<file path="src/rtl/port_pkg.sv">
package port_pkg;
  typedef enum logic [1:0] {
    MODE_OD    = 2'b00,
    MODE_QUASI = 2'b01,
    MODE_HIZ   = 2'b10,
    MODE_PP    = 2'b11
  } pin_mode_e;

  localparam logic [1:0] SEL_DATA = 2'd0;
  localparam logic [1:0] SEL_CFGA = 2'd1;
  localparam logic [1:0] SEL_CFGB = 2'd2;
endpackage

</file>
<file path="src/rtl/port_regs.sv">
module port_regs import port_pkg::*; #(
  parameter int unsigned WIDTH = 8,
  parameter logic [WIDTH-1:0] RST_DATA = '1,
  parameter logic [WIDTH-1:0] RST_CFG_A = '1,
  parameter logic [WIDTH-1:0] RST_CFG_B = '0
) (
  input  logic             clk_i,
  input  logic             rst_ni,
  input  logic             wr_en_i,
  input  logic [1:0]       wr_sel_i,
  input  logic [WIDTH-1:0] wr_data_i,
  output logic [WIDTH-1:0] data_q_o,
  output logic [WIDTH-1:0] cfg_a_o,
  output logic [WIDTH-1:0] cfg_b_o
);
  always_ff @(posedge clk_i or negedge rst_ni) begin
    if (!rst_ni) begin
      data_q_o <= RST_DATA;
      cfg_a_o  <= RST_CFG_A;
      cfg_b_o  <= RST_CFG_B;
    end else if (wr_en_i) begin
      // select code 3 falls through: no register written
      case (wr_sel_i)
        SEL_DATA: data_q_o <= wr_data_i;
        SEL_CFGA: cfg_a_o  <= wr_data_i;
        SEL_CFGB: cfg_b_o  <= wr_data_i;
        default: ;
      endcase
    end
  end
endmodule

</file>
<file path="src/rtl/port_pin_sync.sv">
module port_pin_sync #(
  parameter int unsigned WIDTH  = 8,
  parameter int unsigned STAGES = 2
) (
  input  logic             clk_i,
  input  logic             rst_ni,
  input  logic [WIDTH-1:0] d_i,
  output logic [WIDTH-1:0] q_o
);
  logic [WIDTH-1:0] stg_q [STAGES];

  always_ff @(posedge clk_i or negedge rst_ni) begin
    if (!rst_ni) begin
      for (int s = 0; s < STAGES; s++) stg_q[s] <= '0;
    end else begin
      stg_q[0] <= d_i;
      for (int s = 1; s < STAGES; s++) stg_q[s] <= stg_q[s-1];
    end
  end

  assign q_o = stg_q[STAGES-1];
endmodule

</file>
<file path="src/rtl/port_pin_drv.sv">
module port_pin_drv import port_pkg::*; #(
  parameter bit IS_BUS  = 1'b0,
  parameter bit RST_OUT = 1'b1
) (
  input  logic clk_i,
  input  logic rst_ni,
  input  logic latch_i,
  input  logic cfg_a_i,
  input  logic cfg_b_i,
  input  logic alt_en_i,
  input  logic alt_out_i,
  output logic pull_dn_o,
  output logic str_up_o,
  output logic weak_up_o,
  output logic quasi_o,
  output logic hiz_o
);
  pin_mode_e mode;
  logic      out_val;
  logic      out_q, pulse_q, hold_q;

  generate
    if (IS_BUS) begin : g_bus
      assign mode = cfg_b_i ? MODE_HIZ : MODE_OD;
    end else begin : g_std
      assign mode = pin_mode_e'({cfg_b_i, cfg_a_i});
    end
  endgenerate

  // alternative function only passes while the latch bit is 1
  assign out_val = latch_i & (~alt_en_i | alt_out_i);

  always_ff @(posedge clk_i or negedge rst_ni) begin
    if (!rst_ni) begin
      out_q   <= RST_OUT;
      pulse_q <= 1'b0;
      hold_q  <= RST_OUT;
    end else begin
      out_q   <= out_val;
      pulse_q <= out_val & ~out_q;
      hold_q  <= out_val & (hold_q | pulse_q);
    end
  end

  always_comb begin
    pull_dn_o = 1'b0;
    str_up_o  = 1'b0;
    weak_up_o = 1'b0;
    unique case (mode)
      MODE_OD: pull_dn_o = ~out_val;
      MODE_QUASI: begin
        pull_dn_o = ~out_val;
        str_up_o  = out_val & pulse_q;
        weak_up_o = out_val & (hold_q | pulse_q);
      end
      MODE_HIZ: ;
      MODE_PP: begin
        pull_dn_o = ~out_val;
        str_up_o  = out_val;
      end
      default: ;
    endcase
  end

  assign quasi_o = (mode == MODE_QUASI);
  assign hiz_o   = (mode == MODE_HIZ);
endmodule

</file>
<file path="src/rtl/port_pin_ctrl.sv">
module port_pin_ctrl #(
  parameter int unsigned WIDTH       = 8,
  parameter int unsigned SYNC_STAGES = 2,
  parameter logic [WIDTH-1:0] RST_DATA  = 8'h7F,
  parameter logic [WIDTH-1:0] RST_CFG_A = 8'h08,
  parameter logic [WIDTH-1:0] RST_CFG_B = 8'h7F,
  parameter logic [WIDTH-1:0] BUS_MASK  = 8'hC0
) (
  input  logic             clk_i,
  input  logic             rst_ni,
  input  logic             wr_en_i,
  input  logic [1:0]       wr_sel_i,
  input  logic [WIDTH-1:0] wr_data_i,
  input  logic [WIDTH-1:0] alt_en_i,
  input  logic [WIDTH-1:0] alt_out_i,
  input  logic [WIDTH-1:0] pin_i,
  output logic [WIDTH-1:0] pin_o,
  output logic [WIDTH-1:0] pull_dn_o,
  output logic [WIDTH-1:0] str_up_o,
  output logic [WIDTH-1:0] weak_up_o
);
  logic [WIDTH-1:0] data_q, cfg_a, cfg_b;
  logic [WIDTH-1:0] quasi_mask, hiz_mask;

  port_regs #(
    .WIDTH(WIDTH), .RST_DATA(RST_DATA), .RST_CFG_A(RST_CFG_A), .RST_CFG_B(RST_CFG_B)
  ) u_regs (
    .clk_i(clk_i), .rst_ni(rst_ni), .wr_en_i(wr_en_i), .wr_sel_i(wr_sel_i),
    .wr_data_i(wr_data_i), .data_q_o(data_q), .cfg_a_o(cfg_a), .cfg_b_o(cfg_b)
  );

  for (genvar i = 0; i < WIDTH; i++) begin : g_pin
    port_pin_drv #(.IS_BUS(BUS_MASK[i]), .RST_OUT(RST_DATA[i])) u_drv (
      .clk_i(clk_i), .rst_ni(rst_ni), .latch_i(data_q[i]),
      .cfg_a_i(cfg_a[i]), .cfg_b_i(cfg_b[i]),
      .alt_en_i(alt_en_i[i]), .alt_out_i(alt_out_i[i]),
      .pull_dn_o(pull_dn_o[i]), .str_up_o(str_up_o[i]), .weak_up_o(weak_up_o[i]),
      .quasi_o(quasi_mask[i]), .hiz_o(hiz_mask[i])
    );
  end

  port_pin_sync #(.WIDTH(WIDTH), .STAGES(SYNC_STAGES)) u_sync (
    .clk_i(clk_i), .rst_ni(rst_ni), .d_i(pin_i), .q_o(pin_o)
  );
endmodule

</file>
<file path="config.mk">
export PLATFORM = sky130hd
export DESIGN_NAME = port_pin_ctrl
export DESIGN_NICKNAME = d
export VERILOG_FILES = /design/src/rtl/port_pkg.sv /design/src/rtl/port_regs.sv /design/src/rtl/port_pin_sync.sv /design/src/rtl/port_pin_drv.sv /design/src/rtl/port_pin_ctrl.sv
export SDC_FILE = /design/constraint.sdc
export NUM_CORES = 1
export LEC_CHECK = 0
export BUFFER_PORTS_ARGS = -buffer_cell sky130_fd_sc_hd__buf_2
export CORE_AREA = 5 5 80 82
export CTS_CLUSTER_DIAMETER = 30
export DETAILED_ROUTE_END_ITERATION = 6
export DIE_AREA = 0 0 85 87
export PLACE_DENSITY = 0.69
export SLEW_MARGIN = 25
export SYNTH_ARGS = -nofsm -noshare
export SYNTH_HDL_FRONTEND = slang
export SYNTH_HIERARCHICAL = 1
export SYNTH_SLANG_ARGS = --single-unit
</file>
<file path="constraint.sdc">
create_clock -name clk_i -period 1.2 [get_ports clk_i]
set_input_delay 0.24 -clock clk_i [delete_from_list [all_inputs] [get_ports clk_i]]
set_output_delay 0.24 -clock clk_i [all_outputs]
set_load 0.02 [all_outputs]
</file>
==> metrics.md <==
| Metric | Value |
|---|---|
| Metal3 WL | `228 um` |
| Pwr dens | `1520 mW/mm^2` |
| 1st-iter DRT viols | `40` |
| Detailed Routing Iterations Pass 1 | `4` |
| Tmin final | `1.56 ns` |
| Pin count of the biggest net entering global routing | `between 50 and 60` |
| Final setup viols | `20` |
| Critical path class | `register to primary output` |
| CTS sink cnt | `56` |
| Grt ovf | `0` |
| CTS tree | `done` |
| CP top delay family | `flip-flops` |
| Reg2reg path depth | `3` |
| Clock transition at path regs | `0.09 ns` |
| Gpl congestion | `between 0.6 and 0.7` |
| DIE HEIGHT | `87 um` |
| Setup crit end kind | `primary output` |
| Routed wire length | `4250 um` |
| Floorplan Core Area | `roughly 0.0057 mm^2` |
| Number of global-route vias before repair | `1,544` |
| Hold/Removal Path Class | `input port to register` |
| Worst path slowest cell | `dfstp_2` |
| Wire length on met2 | `2120 um` |
| CP required | `roughly 0.96 ns` |
| Max Clk Rate | `0.641 GHz` |
| Cells after Synth | `165` |
| Port buffer count | `64` |
| Total Die Area | `0.00740 mm^2` |
| CP max FO | `4` |
| CP Cell Sequence | `and2b_1, a21oi_2, buf_6` |
| CTS Root Cell | `clkbuf_8` |
| Total CTS buffers | `5` |
| Tcrit/Tclk final | `130%` |
| Worst VDD drop | `around 0.00084 V` |
| Filler cells | `499` |
| R2R Path Start | `u_regs/data_q_o[2]$_DFFE_PN1P_` |
| Hold path depth | `1` |
| Synth Cell Area | `0.00235 mm^2` |
| Initial antenna violation count | `0` |
| CP arrival | `approximately 1.3 ns` |
| DRT met1 WL | `1820 um` |
| Fraction of layout cells with a size suffix above 1 | `63.2%` |
| Row count | `28` |
| Estimated wirelength of the detail-placed design | `3060 um` |
| ANT cells | `0` |
| Starting Density | `41.4%` |
| Status | `finished, violations left` |
| WHS Endpoint | `u_sync/stg_q[14]$_DFF_PN0_` |
| Buf/Inv on CP | `1` |
| Unrepaired setup endpoints after global routing | `true` |
| Static leakage | `~1.4 nW` |
| Final ANT Viol Nets | `0` |
| Min-delay src | `pin_i[6]` |
| Via count | `about 1,500` |
| Final worst slack | `-0.360 ns` |
| Final Cell Area | `0.00301 mm^2` |
| GRT Util Overall | `12.3%` |
| Highest metal used | `met4` |
| H-tree depth | `2` |
| Clk_skew | `0.00387 ns` |
| Failing checks | `negative setup slack` |
| Critical path origin | `u_regs/cfg_a_o[3]$_DFFE_PN1P_` |
| Worst Setup Start Kind | `register` |
| Placed Cells | `300` |
| # nets final | `approximately 280` |
| WL per Instance | `13.5 um` |
| Flop-to-flop setup slack | `0.18 ns` |
| Fin. Hold Viols | `0` |
| Drt via density | `4.63` |
| Max Slew Vio Count | `0` |
| R2R Path End | `g_pin[2].u_drv/hold_q$_DFF_PN1_` |
| Mean Syn Cell Area | `14.2 um^2` |
| Max Buffers Root-to-Sink | `2` |
| Clock Latency Late Sink | `around 0.3 ns` |
| Max cap viols | `0` |
| Pwr Total | `4.57 mW` |
| Non-filler cells, final | `between 300 and 400` |
| Io pins | `~70` |
| Worst path max stage delay | `0.56 ns` |
| P&R area growth vs syn | `28.3%` |
| Residual DRC count | `0` |
| Placed instance area | `0.00275 mm^2` |
| Horiz. Die Dim | `85 um` |
| Warnings, synthesis | `6` |
| First-pass GRT wire length | `7160 um` |
-- worst max-delay path by stage --
stage | to | slack, ns | cells past startpoint
floorplan | weak_up_o[3] | 0.03 | 2
global placement | u_regs/data_q_o[7]$_DFFE_PN0P_ | -0.02 | 4
detailed placement | pull_dn_o[3] | -0.05 | 3
CTS | pull_dn_o[3] | -0.38 | 3
global route | weak_up_o[3] | -0.43 | 3
finish | pull_dn_o[3] | -0.36 | 3
-- cell usage in the layout, fill, tap and decap left out --
| cell type | count |
|---|---|
| nor2b_1 | 6 |
| a21oi_1 | 2 |
| o2111a_1 | 6 |
| nand3b_2 | 2 |
| nor3b_1 | 12 |
| buf_2 | 47 |
| nor3b_4 | 1 |
| dlygate4sd3_1 | 1 |
| mux2_2 | 22 |
| clkinv_2 | 2 |
| and2b_1 | 6 |
| nor2b_4 | 1 |
| and4bb_1 | 6 |
| nor2b_2 | 5 |
| a21oi_2 | 6 |
| and2_1 | 6 |
| nand2b_1 | 8 |
| nor2_2 | 4 |
| dfrtp_1 | 29 |
| buf_4 | 13 |
| buf_6 | 13 |
| clkbuf_8 | 6 |
| nor2_1 | 2 |
| conb_1 | 4 |
| buf_12 | 2 |
| dfstp_2 | 27 |
-- registers in the layout, summed over array words and instances (netlist names) --
| register | cells |
|---|---|
| u_sync/stg_q | 8 |
| u_regs/cfg_b_o | 8 |
| u_regs/data_q_o | 8 |
| g_pin.u_drv/hold_q | 6 |
| u_sync/q_o | 8 |
| g_pin.u_drv/pulse_q | 6 |
| g_pin.u_drv/out_q | 6 |
| u_regs/cfg_a_o | 6 |
-- layout make-up --
| cell class | count | area, um^2 | area share, % |
|---|---|---|---|
| repair buffers | 76 | 529 | 17.6 |
| well taps | 75 | 93.8 | 3.12 |
| multi-input cells | 99 | 860 | 28.6 |
| clock buffers | 6 | 82.6 | 2.74 |
| flip-flops and latches | 56 | 1440 | 47.7 |
| clock inverters | 2 | 10.0 | 0.333 |
-- timing repair --
item | in CTS | in global routing
setup buffers | 4 | 1
setup endpoints to repair | 20 | 20
hold buffers | 1 | 0
gates resized for setup | 27 | 11
pin swaps | 5 | 0
hold endpoints to repair | 29 | 0
-- metal layers --
metal,vias up,GRT usage (%)
met2,40,20.6
met5,-,0
met4,0,4.75
met3,6,3.31
met1,702,15.1
li1,706,-
-- power by group --
part	switching (mW)	internal [mW]	leakage [nW]	total [mW]
combinational	0.476	0.603	0.680	1.08
sequential	0.190	2.27	0.630	2.46
clock	0.572	0.462	0.0510	1.03
-- metrics by stage --
step | utilization, % | worst slack (ns) | setup TNS, ns | hold slack (ns)
after floorplan | - | 0.0322 | 0 | -0.0556
after global placement | 48.5 | -0.0164 | -0.0297 | 0.257
after detailed placement | 48.5 | -0.0457 | -0.0752 | 0.259
after CTS | 52.2 | -0.378 | -5.14 | 0.0210
after global routing | 53.0 | -0.433 | -5.99 | 0.0115
final | 53.0 | -0.360 | -4.84 | 0.0344
Note: power is estimated with default switching activity, not from simulation.
